===== config.mk =====
export PLATFORM = sky130hd
export DESIGN_NAME = ram_write_guard
export DESIGN_NICKNAME = d
export VERILOG_FILES = /design/src/rtl/rwg_pkg.sv /design/src/rtl/rwg_decode.sv /design/src/rtl/rwg_policy.sv /design/src/rtl/rwg_resp.sv /design/src/rtl/ram_write_guard.sv
export SDC_FILE = /design/constraint.sdc
export NUM_CORES = 1
export LEC_CHECK = 0
export CAP_MARGIN = 15
export CORE_UTILIZATION = 25
export DETAILED_ROUTE_END_ITERATION = 6
export GPL_TIMING_DRIVEN = 0
export PLACE_DENSITY = 0.83
export REMOVE_ABC_BUFFERS = 1
export SLEW_MARGIN = 0
export SYNTH_ARGS = -nofsm -noshare
export SYNTH_HDL_FRONTEND = slang
export SYNTH_HIERARCHICAL = 1
export SYNTH_SLANG_ARGS = --single-unit

===== constraint.sdc =====
create_clock -name clk -period 5.4 [get_ports clk]
set_clock_uncertainty 0.15 [all_clocks]
set_input_delay 1.08 -clock clk [delete_from_list [all_inputs] [get_ports clk]]
set_output_delay 1.08 -clock clk [all_outputs]
set_load 0.02 [all_outputs]

===== src/rtl/rwg_pkg.sv =====
package rwg_pkg;
  typedef enum logic [1:0] {
    SEG_NONE = 2'd0,
    SEG_CODE = 2'd1,
    SEG_DATA = 2'd2
  } seg_e;
endpackage


===== src/rtl/rwg_decode.sv =====
module rwg_decode
  import rwg_pkg::*;
#(
  parameter int AW = 16,
  parameter int RAW = 15,
  parameter int RAM_BYTES = 24576,
  parameter logic [AW-1:0] RAM_BASE = 16'h2000,
  parameter int NUM_DATA = 2,
  parameter logic [NUM_DATA-1:0][AW-1:0] DATA_LO = {16'h7E00, 16'h5B00},
  parameter logic [NUM_DATA-1:0][AW-1:0] DATA_HI = {16'h7FFF, 16'h5FFF}
) (
  input  logic [AW-1:0]  addr,
  output seg_e           seg,
  output logic [RAW-1:0] offset
);
  localparam logic [AW:0] TOP_EXCL = {1'b0, RAM_BASE} + (AW+1)'(RAM_BYTES);

  logic               in_ram;
  logic [NUM_DATA-1:0] win_hit;
  logic [AW-1:0]      diff;

  assign in_ram = (addr >= RAM_BASE) && ({1'b0, addr} < TOP_EXCL);

  // one comparator pair per data window
  for (genvar g = 0; g < NUM_DATA; g++) begin : g_win
    assign win_hit[g] = (addr >= DATA_LO[g]) && (addr <= DATA_HI[g]);
  end

  always_comb begin
    if (!in_ram)        seg = SEG_NONE;
    else if (|win_hit)  seg = SEG_DATA;
    else                seg = SEG_CODE;
  end

  assign diff   = addr - RAM_BASE;
  assign offset = diff[RAW-1:0];
endmodule


===== src/rtl/rwg_policy.sv =====
module rwg_policy
  import rwg_pkg::*;
(
  input  logic req,
  input  logic we,
  input  logic boot,
  input  seg_e seg,
  output logic fwd,
  output logic fwd_we,
  output logic deny
);
  logic allow;

  always_comb begin
    unique case (seg)
      SEG_DATA: allow = 1'b1;
      SEG_CODE: allow = boot;
      default:  allow = 1'b0;
    endcase
  end

  assign fwd    = req & allow;
  assign fwd_we = req & allow & we;
  assign deny   = req & ~allow;
endmodule


===== src/rtl/rwg_resp.sv =====
module rwg_resp #(
  parameter int DW = 8
) (
  input  logic          clk,
  input  logic          rst,
  input  logic          req,
  input  logic          we,
  input  logic          fwd,
  input  logic          deny,
  input  logic          clr,
  input  logic [DW-1:0] ram_rdata,
  output logic [DW-1:0] rdata,
  output logic          rvalid,
  output logic          viol_pulse,
  output logic          viol_sticky
);
  logic rd_fwd_q;

  always_ff @(posedge clk) begin
    if (rst) begin
      rvalid      <= 1'b0;
      rd_fwd_q    <= 1'b0;
      viol_pulse  <= 1'b0;
      viol_sticky <= 1'b0;
    end else begin
      rvalid     <= req & ~we;
      rd_fwd_q   <= fwd & ~we;
      viol_pulse <= deny;
      if (deny)     viol_sticky <= 1'b1;
      else if (clr) viol_sticky <= 1'b0;
    end
  end

  // refused or out-of-range reads return zero
  assign rdata = rd_fwd_q ? ram_rdata : '0;
endmodule


===== src/rtl/ram_write_guard.sv =====
module ram_write_guard
  import rwg_pkg::*;
#(
  parameter int AW = 16,
  parameter int DW = 8,
  parameter int RAM_BYTES = 24576,
  parameter logic [AW-1:0] RAM_BASE = 16'h2000,
  parameter int NUM_DATA = 2,
  parameter logic [NUM_DATA-1:0][AW-1:0] DATA_LO = {16'h7E00, 16'h5B00},
  parameter logic [NUM_DATA-1:0][AW-1:0] DATA_HI = {16'h7FFF, 16'h5FFF},
  localparam int RAW = $clog2(RAM_BYTES)
) (
  input  logic           clk,
  input  logic           rst,
  input  logic           boot_mode,
  input  logic           bus_req,
  input  logic           bus_we,
  input  logic [AW-1:0]  bus_addr,
  input  logic [DW-1:0]  bus_wdata,
  output logic [DW-1:0]  bus_rdata,
  output logic           bus_rvalid,
  input  logic           viol_clr,
  output logic           viol_pulse,
  output logic           viol_sticky,
  output logic           ram_en,
  output logic           ram_we,
  output logic [RAW-1:0] ram_addr,
  output logic [DW-1:0]  ram_wdata,
  input  logic [DW-1:0]  ram_rdata
);
  seg_e seg;
  logic deny;

  rwg_decode #(
    .AW(AW), .RAW(RAW), .RAM_BYTES(RAM_BYTES), .RAM_BASE(RAM_BASE),
    .NUM_DATA(NUM_DATA), .DATA_LO(DATA_LO), .DATA_HI(DATA_HI)
  ) u_dec (
    .addr(bus_addr), .seg(seg), .offset(ram_addr)
  );

  rwg_policy u_pol (
    .req(bus_req), .we(bus_we), .boot(boot_mode), .seg(seg),
    .fwd(ram_en), .fwd_we(ram_we), .deny(deny)
  );

  rwg_resp #(.DW(DW)) u_rsp (
    .clk(clk), .rst(rst), .req(bus_req), .we(bus_we), .fwd(ram_en),
    .deny(deny), .clr(viol_clr), .ram_rdata(ram_rdata),
    .rdata(bus_rdata), .rvalid(bus_rvalid),
    .viol_pulse(viol_pulse), .viol_sticky(viol_sticky)
  );

  assign ram_wdata = bus_wdata;
endmodule


==> results_dict.tcl, run 1 <==
set metrics [dict create \
    worstHoldPathType "reg -> reg" \
    overflow 0 \
    setup_violations 0 \
    synth-edff-count 0 \
    synthTopCellsByArea "buf_4 30%, dfxtp_1 15%, and2_1 9.7%" \
    worstMarginPinSlew_ns 0.304 \
    first_global_vias 532 \
    dieArea_um2 2260 \
    track_usage_pct 12.5 \
    clock_latency_ns 0.23 \
    cts_hold_buf 0 \
    status "complete, no violations" \
    regArea_um2 80.1 \
    cts_root_buf "clkbuf_4" \
    die_h_um 47.5 \
    synth_top_area_share_pct 30.4 \
    ys_seq_elements 4 \
    avgSynthCellArea_um2 8.09 \
    worstSetupEndpointType "output pin" \
    vias 547 \
    whs_path_depth 2 \
    drtIter0Drc 1 \
    nNetsFinal 146 \
    fin_setup_tns_ns 0 \
    reg2regPathDepth 2 \
    antenna_cells 0 \
    drt.antenna.violating_nets 0 \
    grt_pass1_wl_mm 1.99 \
    yosysTopAreaCell "buf_4" \
    critPathKind "in -> out" \
    cts_tree "done" \
    drive_above_1_share_pct 7.77 \
    path_max_fanout 3 \
    coreArea_um2 1960 \
    clockBufferDepth 2 \
    synth.distinct_cells 21 \
    cts.clk_slew.worst_paths_ns 0.03 \
    chipWidth_um 47.5 \
    grt_antenna_before_repair 0 \
    dp.cells 127 \
    gp_congestion 0.725 \
    area_growth_pct 90.6 \
    instances_no_fill 130 \
    cts_made_buffers 3 \
    post_cts_buffers 0 \
    rsz0062_at_grt "no" \
    routed_wl_mm 1.45 \
    htreeDepth 1 \
    portBuffers 57 \
    start_util_pct 26.4 \
    fillerInstances 201 \
    synth_area_um2 518 \
    worst_setup_path_start_kind "input port" \
    timing.fmax_mhz 202 \
    relSlewSlack_pct 79.6 \
    multi_input_area_um2 258 \
    required_ns 4.17 \
    finalHoldViolations 0 \
    yosysMostFrequentCell "buf_4" \
    async_reset_ff_share_pct 0 \
    dp_hpwl_mm 1.30 \
    grt_max_degree 9 \
    cts_resized 0 \
    period_needed_ns 4.95 \
    viasPerCell 4.21 \
    synth-seq-area-share_pct 15.5 \
    drc 0 \
    first_pass_iters 3 \
    p_leak_uw 0.000387 \
    io_pins 74 \
    whs_ns 0.346 \
    finalCritPeriodShare_pct 91.7 \
    ir_drop_v 0.000123 \
    cap_violations 0 \
    wl_per_cell_um 11.2 \
    slew_viol_final 0 \
    ys_warn_count 6 \
    rows 16 \
    crit_arrival_ns 3.72 \
    synthTopCellsByCount "21 x buf_4, 8 x and2_1, 6 x inv_1" \
    powerDensity_nw_per_um2 128 \
    cts.sink_count 4 \
    syn_inst 64 \
    synthFlopType "dfxtp_1" \
]
[final cells by class]
class	count	share of cell area, %
clock buffers	3	2.28
multi-input cells	33	26.1
flip-flops and latches	4	8.11
inverters	6	2.28
well taps	27	3.42
repair buffers	57	57.8
[layout by cell type (no fill, tap or decap)]
cell type        instances
a21oi_2                  2
a311oi_1                 1
and2_1                   8
clkbuf_4                 3
clkdlybuf4s50_1         57
dfxtp_1                  4
ha_1                     3
inv_1                    6
nand2_1                  2
nand2b_1                 1
nand2b_4                 1
nand3b_1                 2
nand4b_1                 1
nor2_1                   1
nor3_1                   2
nor3b_1                  3
nor4_2                   1
o21a_1                   1
o21ba_1                  1
o21bai_1                 1
or4_1                    1
or4_4                    1
[where the power goes]
group          total (uW)  internal, uW  switching (uW)
registers            32.0          31.1           0.872
logic                59.6          36.4            23.3
clock network        35.1          24.7            10.4
[metal layers]
layer | share of wire [%] | wire length [um] | vias up | track usage (%)
li1 | - | - | 269 | -
met1 | 33 | 476 | 242 | 10.3
met2 | 55 | 802 | 36 | 23.6
met3 | 12 | 171 | 0 | 7.55
met4 | 0 | 0 | 0 | 5.14
met5 | 0 | 0 | - | 0
[registers in the layout (all words and copies together) (netlist names)]
signal,count
u_rsp/rd_fwd_q,1
u_rsp/rvalid,1
u_rsp/viol_pulse,1
u_rsp/viol_sticky,1
[cells by family after synthesis]
family / count (synthesis) / share of synthesized area [%]
AOI/OAI and AO/OA: 6 / 9.91
adders and majority gates: 3 / 7.25
buffers and inverters: 27 / 34.8
DFF: 4 / 15.5
and+or+nand+nor: 24 / 32.6
[stage by stage]
step	power [uW]	utilization [%]	area [um2]	setup WS [ns]
after floorplan	44.7	-	360	1.32
after CTS	130	50.3	987	0.431
final	127	50.3	987	0.448
after global routing	135	50.3	987	0.286
after detailed placement	92.4	49.2	965	0.431
after global placement	91.0	49.2	965	0.502
[path summary, 6_finish.rpt]
kind | slack, ns | to | from
setup / recovery | 0.45 | ram_en | bus_addr[4]
hold / removal | 0.35 | u_rsp/viol_sticky | u_rsp/viol_sticky
setup reg to reg | 4.63 | u_rsp/viol_sticky | u_rsp/viol_sticky
hold reg to reg | 0.35 | u_rsp/viol_sticky | u_rsp/viol_sticky
[critical path: stages]
cell             delay [ns]
clkdlybuf4s50_1        0.42
or4_4                  0.54
nor4_2                 0.27
o21ba_1                0.20
ha_1                   0.26
nor3b_1                0.29
clkdlybuf4s50_1        0.66
Power figures use the tool's default switching activity.
==> run 2: changes to the inputs <==
Settings changed: CELL_PAD_IN_SITES_DETAIL_PLACEMENT from default to 1, CELL_PAD_IN_SITES_GLOBAL_PLACEMENT from default to 2, CORE_UTILIZATION 25 to 11, PLACE_DENSITY 0.83 to 0.85.
==> run 2 against run 1 <==
  * The flow now finishes with violations (design-rule violations)
  * Via count increased by 3.1%
  * Critical path depth stayed put
  * Clock-buffer cell count unchanged
  * Fmax decreased by 0.28%
  * Power up 21%
  * Cell count is 19% higher
  * Sequential power barely moved
  * Sequential share of layout area fell by 0.39 points
  * Sequential cell count stayed put
  * Critical endpoint unchanged
==> results_dict.tcl, run 2 (synthesis gave the netlist of run 1 again) <==
set metrics [dict create \
    antenna_cells 0 \
    slowest_delay_ns 0.66 \
    crit_family "simple AND/OR/NAND/NOR gates" \
    regArea_um2 80.1 \
    violations "design-rule violations" \
    path_buf_inv 2 \
    powerDensity_nw_per_um2 148 \
    die_h_um 70.6 \
    rows 24 \
    portBuffers 57 \
    cap_violations 0 \
    nNetsFinal 146 \
    critPathKind "in -> out" \
    path_max_fanout 3 \
    crit_chain "clkdlybuf4s50_1 -> or4_4 -> nor4_2 -> o21ba_1 -> ha_1 -> nor3b_1 -> clkdlybuf4s50_1" \
    finalHoldViolations 0 \
    setup_violations 0 \
    drive_above_1_share_pct 7.77 \
    first_pass_iters 6 \
    rsz0062_at_grt "no" \
    track_usage_pct 6.85 \
    io_pins 74 \
    drtIter0Drc 21 \
    p_leak_uw 0.000395 \
    overflow 0 \
    first_global_vias 585 \
    dp.cells 152 \
    worstHoldPathType "reg -> reg" \
    cp_slowest_cell "clkdlybuf4s50_1" \
    start_util_pct 11.7 \
    post_cts_buffers 0 \
    crit_top_cell "clkdlybuf4s50_1" \
    instances_no_fill 155 \
    grt_max_degree 9 \
    routed_wl_mm 1.71 \
    cts_hold_buf 0 \
    hold_start "u_rsp/viol_sticky" \
    reg2regPathDepth 2 \
    finalCritPeriodShare_pct 92.0 \
    grt_pass1_wl_mm 2.64 \
    worstSetupEndpointType "output pin" \
    viasPerCell 3.64 \
    met1Wirelength_um 516 \
    relSlewSlack_pct 79.6 \
    clockBufferDepth 2 \
    met2WireLength_um 961 \
    layout_commonest_cell "clkdlybuf4s50_1" \
    timing.fmax_mhz 201 \
    period_needed_ns 4.97 \
    highest_layer "met4" \
    worst_setup_path_start_kind "input port" \
    cts_root_buf "clkbuf_8" \
    r2r_start "u_rsp/viol_sticky" \
    whs_path_depth 2 \
    drt.antenna.violating_nets 0 \
    clock_latency_ns 0.21 \
    dieArea_um2 4990 \
    status "finished with violations" \
    chipWidth_um 70.6 \
    crit_arrival_ns 3.74 \
    fin_setup_tns_ns 0 \
    layout_common_cells "57 x clkdlybuf4s50_1, 8 x and2_1, 6 x inv_1" \
    slew_viol_final 0 \
    dp_hpwl_mm 1.51 \
    cts_made_buffers 3 \
    regToRegSetupSlack_ns 4.63 \
    area_growth_pct 100 \
    ir_drop_v 0.0000399 \
    fillerInstances 526 \
    drc 12 \
    required_ns 4.17 \
    route.met3.wl_um 189 \
    cts_resized 0 \
    cts_tree "done" \
    rr_endpoint "u_rsp/viol_sticky" \
    multi_input_area_um2 258 \
    finalPower_uw 154 \
    worstMarginPinSlew_ns 0.304 \
    gp_congestion 0.775 \
    wl_per_cell_um 11.1 \
    coreArea_um2 4440 \
    holdPathEnd "u_rsp/viol_sticky" \
    vias 564 \
    htreeDepth 1 \
    cts.clk_slew.worst_paths_ns 0.03 \
    grt_antenna_before_repair 0 \
    post-route-util_pct 23.3 \
    cts.sink_count 4 \
]
==> run 2: cell counts in the layout (fill, tap and decap cells not counted) <==
Identical to the previous run, type by type.
==> run 2: power breakdown <==
part	total (uW)	internal, uW	switching, uW
clock network	61.4	47.4	14.0
logic	60.3	36.5	23.8
registers	32.0	31.1	0.832
==> run 2: per-layer routing <==
layer | vias to the layer above | global-route usage (%)
met1 | 248 | 5.07
li1 | 271 | -
met4 | 0 | 4.67
met3 | 5 | 3.13
met5 | - | 0
met2 | 40 | 13.7
==> run 2: worst max-delay path by stage <==
stage | cells past startpoint | from | endpoint
CTS | 7 | bus_addr[4] | ram_en
global route | 7 | bus_addr[5] | ram_en
detailed placement | 7 | bus_addr[4] | ram_en
floorplan | 5 | bus_addr[4] | ram_en
finish | 7 | bus_addr[4] | ram_en
global placement | 7 | bus_addr[4] | ram_en
==> run 2: worst min-delay path, cell delays in order, from the launching register on <==
cell	delay, ns
dfxtp_1	0.32
nand2b_4	0.07
a21oi_2	0.05
==> run 2: final cells by class <==
class,count,area share [%]
Timing Repair Buffer,57,55.0
Tap cell,52,6.27
Sequential cell,4,7.72
Clock buffer,3,3.98
Multi-Input combinational cell,33,24.8
Inverter,6,2.17
==> run 2: metrics by stage <==
stage	setup slack, ns	hold slack [ns]	area (um2)
CTS	0.420	0.353	1040
finish	0.434	0.343	1040
global route	0.308	0.363	1040
global placement	0.453	0.327	996
detailed placement	0.442	0.349	996
floorplan	1.32	0.408	360
==> run 3: changes to the inputs <==
Settings changed: PLACE_DENSITY 0.85 to default, PLACE_DENSITY_LB_ADDON from default to 0.1.
Clock period 5.4 ns to 5.8 ns, I/O delays scaled along.
==> run 3 against run 2 <==
  * Utilization is the same
  * Power shrank 6.5%
  * Combinational power fell by 7.0%
  * Hold slack got worse by 0.010 ns
  * Global-route usage is 0.11 points higher
  * Register-to-register slack better by 0.42 ns
  * Critical path type unchanged
  * Via count rose by 2.0%
  * Clock power fell by 5.7%
  * The flow still finishes with violations (design-rule violations)
  * Sequential power is 7.2% lower
  * Die area unchanged
  * Sequential share of layout area is the same
  * Clock-buffer cell count is the same
==> results_dict.tcl, run 3 (synthesis gave the netlist of run 1 again) <==
set metrics [dict create \
    status "finished with violations" \
    violations "design-rule violations" \
    drt.antenna.violating_nets 0 \
    io_pins 74 \
    start_util_pct 11.7 \
    cts_made_buffers 3 \
    fillerInstances 527 \
    fin_setup_tns_ns 0 \
    cts.sink_count 4 \
    worstMarginPinSlew_ns 0.320 \
    drive_above_1_share_pct 7.77 \
    clockBufferDepth 2 \
    grt_pass1_wl_mm 2.88 \
    drtIter0Drc 13 \
    fin_ws_ns 0.696 \
    finalCritPeriodShare_pct 88.0 \
    sequentialPowerShare_pct 20.7 \
    finalPower_uw 144 \
    slowest_delay_ns 0.67 \
    antenna_cells 0 \
    finalHoldViolations 0 \
    p_comb_share_pct 39.0 \
    critPathKind "in -> out" \
    clock_power_share_pct 40.3 \
    dp_hpwl_mm 1.52 \
    viasPerCell 3.71 \
    die_h_um 70.6 \
    endpoint "ram_en" \
    worst_setup_path_start_kind "input port" \
    vias 575 \
    switching_power_uw 36.6 \
    area_growth_pct 100 \
    cts_root_buf "clkbuf_8" \
    relSlewSlack_pct 78.5 \
    gp_congestion 0.668 \
    ir_drop_v 0.0000554 \
    crit_path_start "bus_addr[4]" \
    cap_violations 0 \
    rr_endpoint "u_rsp/viol_sticky" \
    whs_ns 0.333 \
    grt_antenna_before_repair 0 \
    powerDensity_nw_per_um2 138 \
    coreArea_um2 4440 \
    instances_no_fill 155 \
    cp_slowest_cell "clkdlybuf4s50_1" \
    grt_max_degree 9 \
    routed_wl_mm 1.71 \
    dp.cells 152 \
    rows 24 \
    worstHoldPathType "reg -> reg" \
    cts_tree "done" \
    nNetsFinal 146 \
    cp.depth 7 \
    path_buf_inv 2 \
    period_needed_ns 5.10 \
    regArea_um2 80.1 \
    wl_per_cell_um 11.0 \
    worstSetupEndpointType "output pin" \
    slew_viol_final 0 \
    post_cts_buffers 0 \
    cts.clk_slew.worst_paths_ns 0.03 \
    portBuffers 57 \
    crit_arrival_ns 3.79 \
    r2r_start "u_rsp/viol_sticky" \
    clock_latency_ns 0.21 \
    reg2regPathDepth 2 \
    p_int_uw 107 \
    layout_commonest_cell "clkdlybuf4s50_1" \
    cts_hold_buf 0 \
    htreeDepth 1 \
    track_usage_pct 6.96 \
    multi_input_area_um2 258 \
    crit_top_cell "clkdlybuf4s50_1" \
    p_leak_uw 0.000395 \
    layout_common_cells "57 x clkdlybuf4s50_1, 8 x and2_1, 6 x inv_1" \
    drc 10 \
    p_sw_share_pct 25.5 \
    timing.fmax_mhz 196 \
    cts_resized 0 \
    first_global_vias 650 \
    required_ns 4.49 \
    chipWidth_um 70.6 \
    path_max_fanout 3 \
    crit_family "buffers and inverters" \
    crit_chain "clkdlybuf4s50_1 -> or4_4 -> nor4_2 -> o21ba_1 -> ha_1 -> nor3b_1 -> clkdlybuf4s50_1" \
    first_pass_iters 5 \
    rsz0062_at_grt "no" \
    setup_violations 0 \
    dieArea_um2 4990 \
    regToRegSetupSlack_ns 5.05 \
    pre_cts_ws_ns 0.698 \
    overflow 0 \
]
-- run 3: metrics by stage --
stage	area, um2	util [%]
after global placement	996	22.4
final	1040	23.3
after detailed placement	996	22.4
after floorplan	360	-
after global routing	1040	23.3
after CTS	1040	23.3
-- run 3: how the worst min path moves through the flow --
stage | from | endpoint | depth (start not counted)
global placement | u_rsp/viol_sticky | u_rsp/viol_sticky | 2
global route | u_rsp/viol_sticky | u_rsp/viol_sticky | 2
detailed placement | u_rsp/viol_sticky | u_rsp/viol_sticky | 2
floorplan | u_rsp/viol_sticky | u_rsp/viol_sticky | 2
CTS | u_rsp/viol_sticky | u_rsp/viol_sticky | 2
finish | u_rsp/viol_sticky | u_rsp/viol_sticky | 2
-- run 3: layout make-up --
| class | count | area share, % |
|---|---|---|
| Tap cell | 52 | 6.27 |
| Timing Repair Buffer | 57 | 55.0 |
| Inverter | 6 | 2.17 |
| Clock buffer | 3 | 3.98 |
| Multi-Input combinational cell | 33 | 24.8 |
| Sequential cell | 4 | 7.72 |
-- run 3: tightest hold or removal path: stages (launching register included) --
cell      delay [ns]
dfxtp_1         0.32
nand2b_4        0.07
a21oi_2         0.04
-- run 3: routing by layer --
layer / wire (um) / track usage, % / up-vias
li1: - / - / 269
met1: 662 / 7.62 / 256
met2: 768 / 11.8 / 50
met3: 277 / 3.70 / 0
met4: 0 / 2.00 / 0
met5: 0 / 0 / -
-- run 3: power groups by stage --
stage               combinational (uW)  sequential (uW)  clock, uW
finish                            56.1             29.7       57.9
floorplan                         10.1             31.5          0
detailed placement                56.5             30.1          0
global placement                  56.8             30.1          0
global route                      60.6             29.8       63.4
CTS                               56.9             29.7       60.2
